**config.mk**
```make
export PLATFORM = sky130hd
export DESIGN_NAME = nco_clkgen
export DESIGN_NICKNAME = d
export VERILOG_FILES = /design/src/rtl/nco_pkg.sv /design/src/rtl/nco_ctrl.sv /design/src/rtl/nco_datapath.sv /design/src/rtl/nco_clkgen.sv
export SDC_FILE = /design/constraint.sdc
export NUM_CORES = 1
export LEC_CHECK = 0
export BUFFER_PORTS_ARGS = -buffer_cell sky130_fd_sc_hd__buf_2
export CORE_UTILIZATION = 32
export DETAILED_ROUTE_END_ITERATION = 10
export PLACE_DENSITY = 0.45
export SLEW_MARGIN = 10
export SYNTH_ARGS = -nofsm -noshare
export SYNTH_HDL_FRONTEND = slang
export SYNTH_SLANG_ARGS = --single-unit
```
**constraint.sdc**
```tcl
create_clock -name clk -period 6.7 [get_ports clk]
set_input_delay 1.34 -clock clk [delete_from_list [all_inputs] [get_ports clk]]
set_output_delay 1.34 -clock clk [all_outputs]
set_load 0.005 [all_outputs]
```
**src/rtl/nco_pkg.sv**
```systemverilog
package nco_pkg;
  localparam int BYTE_W     = 8;
  localparam int BYTE_COUNT = 2;
  localparam int WORD_W     = BYTE_W * BYTE_COUNT;
  localparam int SEL_W      = (BYTE_COUNT > 1) ? $clog2(BYTE_COUNT) : 1;

  // Control-to-datapath strobes.
  typedef struct packed {
    logic              advance;
    logic [WORD_W-1:0] incr;
  } ncoStrobe_t;
endpackage

```
**src/rtl/nco_ctrl.sv**
```systemverilog
module nco_ctrl
  import nco_pkg::*;
(
  input  logic              clk,
  input  logic              rst,
  input  logic              start,
  input  logic              wrEn,
  input  logic [SEL_W-1:0]  wrSel,
  input  logic [BYTE_W-1:0] wrData,
  output ncoStrobe_t        strobe
);
  localparam logic [SEL_W-1:0] COMMIT_LANE = '0;

  logic [WORD_W-1:BYTE_W] shadowHi;
  logic [WORD_W-1:0]      ctrlWord;
  logic [WORD_W-1:0]      effIncr;

  // One shadow byte per upper lane; lane 0 is the committing lane.
  for (genvar lane = 1; lane < BYTE_COUNT; lane++) begin : gLane
    localparam logic [SEL_W-1:0] LANE_ID = SEL_W'(lane);
    logic [BYTE_W-1:0] laneReg;
    always_ff @(posedge clk) begin
      if (rst) laneReg <= '0;
      else if (wrEn && wrSel == LANE_ID) laneReg <= wrData;
    end
    assign shadowHi[lane*BYTE_W +: BYTE_W] = laneReg;
  end

  always_ff @(posedge clk) begin
    if (rst) ctrlWord <= '0;
    else if (wrEn && wrSel == COMMIT_LANE) ctrlWord <= {shadowHi, wrData};
  end

  // Words with the top bit set are folded to their two's complement.
  always_comb begin
    if (ctrlWord[WORD_W-1]) effIncr = (~ctrlWord) + WORD_W'(1);
    else                    effIncr = ctrlWord;
  end

  assign strobe.advance = start;
  assign strobe.incr    = effIncr;
endmodule

```
**src/rtl/nco_datapath.sv**
```systemverilog
module nco_datapath
  import nco_pkg::*;
(
  input  logic       clk,
  input  logic       rst,
  input  ncoStrobe_t strobe,
  output logic       phaseMsb,
  output logic       riseTick
);
  logic [WORD_W-1:0] phaseAcc;
  logic [WORD_W-1:0] phaseNext;

  assign phaseNext = phaseAcc + strobe.incr;

  always_ff @(posedge clk) begin
    if (rst) begin
      phaseAcc <= '0;
      riseTick <= 1'b0;
    end else if (strobe.advance) begin
      phaseAcc <= phaseNext;
      riseTick <= phaseNext[WORD_W-1] & ~phaseAcc[WORD_W-1];
    end else begin
      riseTick <= 1'b0;
    end
  end

  assign phaseMsb = phaseAcc[WORD_W-1];
endmodule

```
**src/rtl/nco_clkgen.sv**
```systemverilog
module nco_clkgen
  import nco_pkg::*;
(
  input  logic              clk,
  input  logic              rst,
  input  logic              start,
  input  logic              wrEn,
  input  logic [SEL_W-1:0]  wrSel,
  input  logic [BYTE_W-1:0] wrData,
  output logic              ncoOut,
  output logic              ncoTick
);
  ncoStrobe_t strobe;

  nco_ctrl u_ctrl (
    .clk    (clk),
    .rst    (rst),
    .start  (start),
    .wrEn   (wrEn),
    .wrSel  (wrSel),
    .wrData (wrData),
    .strobe (strobe)
  );

  nco_datapath u_dp (
    .clk      (clk),
    .rst      (rst),
    .strobe   (strobe),
    .phaseMsb (ncoOut),
    .riseTick (ncoTick)
  );
endmodule

```
# ---- After elaboration in Yosys (flattened, before gate mapping)
# Index checks and enable logic that the tools add are counted.
dict set report totals {
  reg_bits 41
  in_bits 13
  out_inout_bits 2
  word_cells 15
}
dict set report classes {
  n_addsub 2
  mux 1
  bitwise 5
  n_reduce_logical 3
}
# cell n
set op_table {}
lappend op_table {{$add 16x1->16 const B} 1}
lappend op_table {{$add 16x16->16} 1}
lappend op_table {{$mux 16} 1}
lappend op_table {{$not 16->16} 1}
lappend op_table {{$not 1->1} 3}
lappend op_table {{$logic_and 1x1->1} 2}
lappend op_table {{$reduce_or 2->1} 1}
lappend op_table {{$and 1x1->1} 1}

# ---- Depth between registers and ports, before layout
dict set report logic_depth {
  word_depth 5
  mapped_depth 12
  ltp_nobuf 12
}

# ---- Modules after synthesis
# Synthesis repeated with hierarchy kept, for this count alone.
dict set report unflattened {
  cells_unflattened 331
  area_unflattened_um2 2712.6
}
# mod instances cells_per_inst area_each_um2 seq_area_each_um2
set by_module_without_submodules {}
lappend by_module_without_submodules {nco_datapath 1 172 1456.4 340.3}
lappend by_module_without_submodules {nco_ctrl 1 159 1256.2 480.5}

# ---- Worst setup path before layout
# No wires, ideal clock.
dict set report synth_path {
  kind {register to register}
  start {reg u_ctrl.ctrlWord[4]}
  end {reg u_dp.phaseAcc[14]}
  setup_ns 0.117
  t_arrival_ns 2.731
  required_time_ns 6.583
  setup_slack_ns 3.852
  path_stages_with_launch 12
  n_path_buf 1
  synth_period_minus_slack_ns 2.848
  path_cell_list {dfxtp_1 -> nor4_1 -> nand2_1 -> o41ai_1 -> xnor2_1 -> ha_1 -> buf_2 -> and3_1 -> and2_1 -> a21o_1 -> or3_1 -> a32o_1}
}
dict set report synth_between {
  elab_chain_len 4
}
# item line_no
set synth_lines {}
lappend synth_lines {{start, declared} nco_ctrl.sv:15} ;# logic [WORD_W-1:0] ctrlWord;
lappend synth_lines {{start signal, assigned} nco_ctrl.sv:31} ;# else if (wrEn && wrSel == COMMIT_LANE) ctrlWord <= {shadowHi, wrData};
lappend synth_lines {{$not 16->16} nco_ctrl.sv:36} ;# if (ctrlWord[WORD_W-1]) effIncr = (~ctrlWord) + WORD_W'(1);
lappend synth_lines {{$add 16x1->16} nco_ctrl.sv:36}
lappend synth_lines {{$mux 16 (*)} nco_ctrl.sv:36}
lappend synth_lines {{$add 16x16->16 (*)} nco_datapath.sv:13} ;# assign phaseNext = phaseAcc + strobe.incr;
lappend synth_lines {{end signal, assigned} nco_datapath.sv:20} ;# phaseAcc <= phaseNext;
lappend synth_lines {{end, declared} nco_datapath.sv:10} ;# logic [WORD_W-1:0] phaseAcc;
# Every way passes the cells marked *; elsewhere a longest branch is shown, timed or not.
# A chain may end at the register's enable or synchronous reset.

# ---- Final worst setup path
# Same ends and word-level chain as after synthesis.

==> flow_summary.json <==
{
  "clk_pin_slew_worst_paths_ns": 0.09,
  "hp-class": "reg2reg",
  "yosysUniqueCellTypes": 52,
  "dp_hpwl_mm": 4.53,
  "finalHoldViolCount": 0,
  "rsz0062_at_grt": "no",
  "wirelength_mm": 6.10,
  "powerDensity_mw_per_mm2": 184,
  "drtAntennaViolNets": 0,
  "synth-xor-area-share_pct": 6.66,
  "arrival_ns": 3.26,
  "cts_tree": "yes",
  "path_cells": "nor4_1 -> nand2_1 -> o41ai_1 -> xnor2_1 -> ha_1 -> and3_1 -> and2_1 -> a21o_1 -> or3_1 -> a32o_1",
  "synth-main-ff-cell": "dfxtp_1",
  "syn_inst": 315,
  "use_met3_pct": 3.03,
  "gp_congestion": 0.804,
  "synthArstFlopShare_pct": 0,
  "clockBufferDepth": 2,
  "final_cell_mix": "66 x nand2_1, 41 x dfxtp_1, 39 x a21oi_1, 18 x ha_1, 16 x nand3_1",
  "finClkSkew_ns": 0.00725,
  "post_cts_buffers": 0,
  "synth-compound-area-share_pct": 23.7,
  "setup_tns_ns": 0,
  "synth_top_family_by_area": "compound AO/OA/AOI/OAI gates",
  "dp_cells": 415,
  "antenna_found_initial": 0,
  "wl_per_cell_um": 14.4,
  "leakagePower_nw": 1.19,
  "dpl_worst_slack_ns": 3.63,
  "synth-edff-count": 0,
  "worstSetupStartpointType": "flip-flop",
  "yosysTopAreaCellShare_pct": 32.8,
  "insertion_delay_ns": 0.31,
  "cts.hold.buffers_added": 0,
  "die_h_um": 90.4,
  "cts_resized": 0,
  "overflow": 0,
  "grt_busiest_layer": "met2",
  "final_common_cell": "nand2_1",
  "synth-simple-area-share_pct": 22.1,
  "port_buffers": 14,
  "first_pass_iters": 4,
  "crit_required_ns": 6.91,
  "n_antenna_cell": 0,
  "fmax_ghz": 0.328,
  "synth_top_area_cell": "dfxtp_1",
  "path_max_fanout": 9,
  "grt_pass1_wl_mm": 10.2,
  "grt_util_met2_pct": 26.1,
  "drive_above_1_share_pct": 8.95,
  "syn_nets": 347,
  "final_max_slew_viol_count": 0,
  "grtUsageTotal_pct": 15.8,
  "io_pins": 15,
  "nets": 355,
  "clock-root-buffer": "clkbuf_8",
  "core_sq_mm": 0.00741,
  "ys_ff_latch": 41,
  "drt_iter0_drc": 51,
  "finalWorstSetupSlack_ns": 3.65,
  "fin_crit_ns": 3.05,
  "max_slew_margin_pct": 32.7,
  "grt_max_degree": 44,
  "end_kind": "flip-flop",
  "die-area_sq_mm": 0.00817,
  "synthAdderAreaFrac_pct": 9.81,
  "final_cells": 423,
  "area_growth_pct": 9.41,
  "numCtsBuffers": 5,
  "setup_viol": 0,
  "clock_sinks": 41,
  "post-route-drc-count": 0,
  "htreeDepth": 2,
  "yosysSeqAreaShare_pct": 32.8,
  "max_stage_delay_ns": 0.47,
  "max_cap_violations": 0,
  "outcome": "complete, no violations",
  "worstMarginPinSlew_ns": 1.01,
  "synth.avg_cell_area_sq_um": 7.94,
  "use_met1_pct": 20.3,
  "critPathKind": "reg2reg",
  "yosysWarningCount": 0,
  "grt_pass1_vias": 2106,
  "netlist_top_cells_area": "dfxtp_1 33%, nand2_1 9.9%, ha_1 9.0%, a21oi_1 7.8%, xnor2_1 4.9%",
  "vias": 2155,
  "synthMuxAreaShare_pct": 2.05,
  "via_per_inst": 5.09,
  "fin_crit_sh_pct": 45.5,
  "ir_drop_uv": 73.0,
  "die_w_um": 90.4,
  "initial_utilization_pct": 33.7,
  "syn_area_sq_mm": 0.00250,
  "rows": 31,
  "cpMaxStageDelayCell": "nor4_1"
}
worst paths after layout:
path,depth (start not counted),start,slack [ns],to
worst max register to register,10,u_ctrl.ctrlWord[4],3.65,u_dp.phaseAcc[14]
worst max-delay path,10,u_ctrl.ctrlWord[4],3.65,u_dp.phaseAcc[14]
worst min register to register,2,u_ctrl.gLane[1].laneReg[3],0.46,u_ctrl.gLane[1].laneReg[3]
worst min-delay path,2,u_ctrl.gLane[1].laneReg[3],0.46,u_ctrl.gLane[1].laneReg[3]
worst max-delay path: cells and delay by family (launching register included):
family	cells	cell delay, ns
and+or+nand+nor	5	1.32
adders and majority gates	1	0.39
DFF	1	0.37
xor gates and xnor gates	1	0.12
AOI/OAI and AO/OA	3	0.75
metal layers:
layer	wire (um)	up-vias
met5	0	-
met3	176	7
li1	-	1147
met2	2760	33
met4	87	0
met1	3080	968
synthesized netlist by cell type (all sizes together) (3+ instances only):
master and number:
nand2 66, dfxtp 41, a21oi 40, ha 18
nand3 16, o21ai 14, xnor2 14, nor2 12
a21o 10, clkbuf 8, buf 5, nor3 5
xor2 5, and2 4, inv 4, mux2i 4
o31ai 4, nand2b 3, nor4 3, o22ai 3
or3 3
kinds of logic after synthesis:
family,count (synthesis)
AO/OA/AOI/OAI,91
buffers and inverters,18
adder cells (fa/ha/maj),19
XOR/XNOR,19
flip-flops,41
AND/OR/NAND/NOR,122
multiplexers,5
flip-flops by register name (all words and copies together), names as in the netlist:
register / flops
u_ctrl.ctrlWord: 16
u_dp.phaseAcc: 16
u_ctrl.gLane.laneReg: 8
u_dp.riseTick: 1
stage by stage:
stage	hold slack, ns	instance area [sq um]	total power [mW]	util (%)
after floorplan	0.432	2500	0.311	-
after global placement	0.444	2640	0.329	35.7
after detailed placement	0.449	2640	0.329	35.7
after CTS	0.463	2740	0.517	36.9
after global routing	0.475	2740	0.530	36.9
final	0.460	2740	0.503	36.9
layout make-up:
cell class / instances / area, sq um
fillers: 824 / 4670
multi-input cells: 256 / 1610
flip-flops and latches: 41 / 821
well taps: 99 / 124
repair buffers: 14 / 70.1
clock buffers: 5 / 68.8
clock inverters: 3 / 25.0
inverters: 5 / 18.8
power breakdown:
part	internal [mW]	leakage [nW]	total, mW	switching, mW
Clock	0.0762	0.0452	0.180	0.104
Combinational	0.0238	0.807	0.0629	0.0390
Sequential	0.252	0.333	0.260	0.00770
Note: power is estimated with default switching activity, not from simulation.
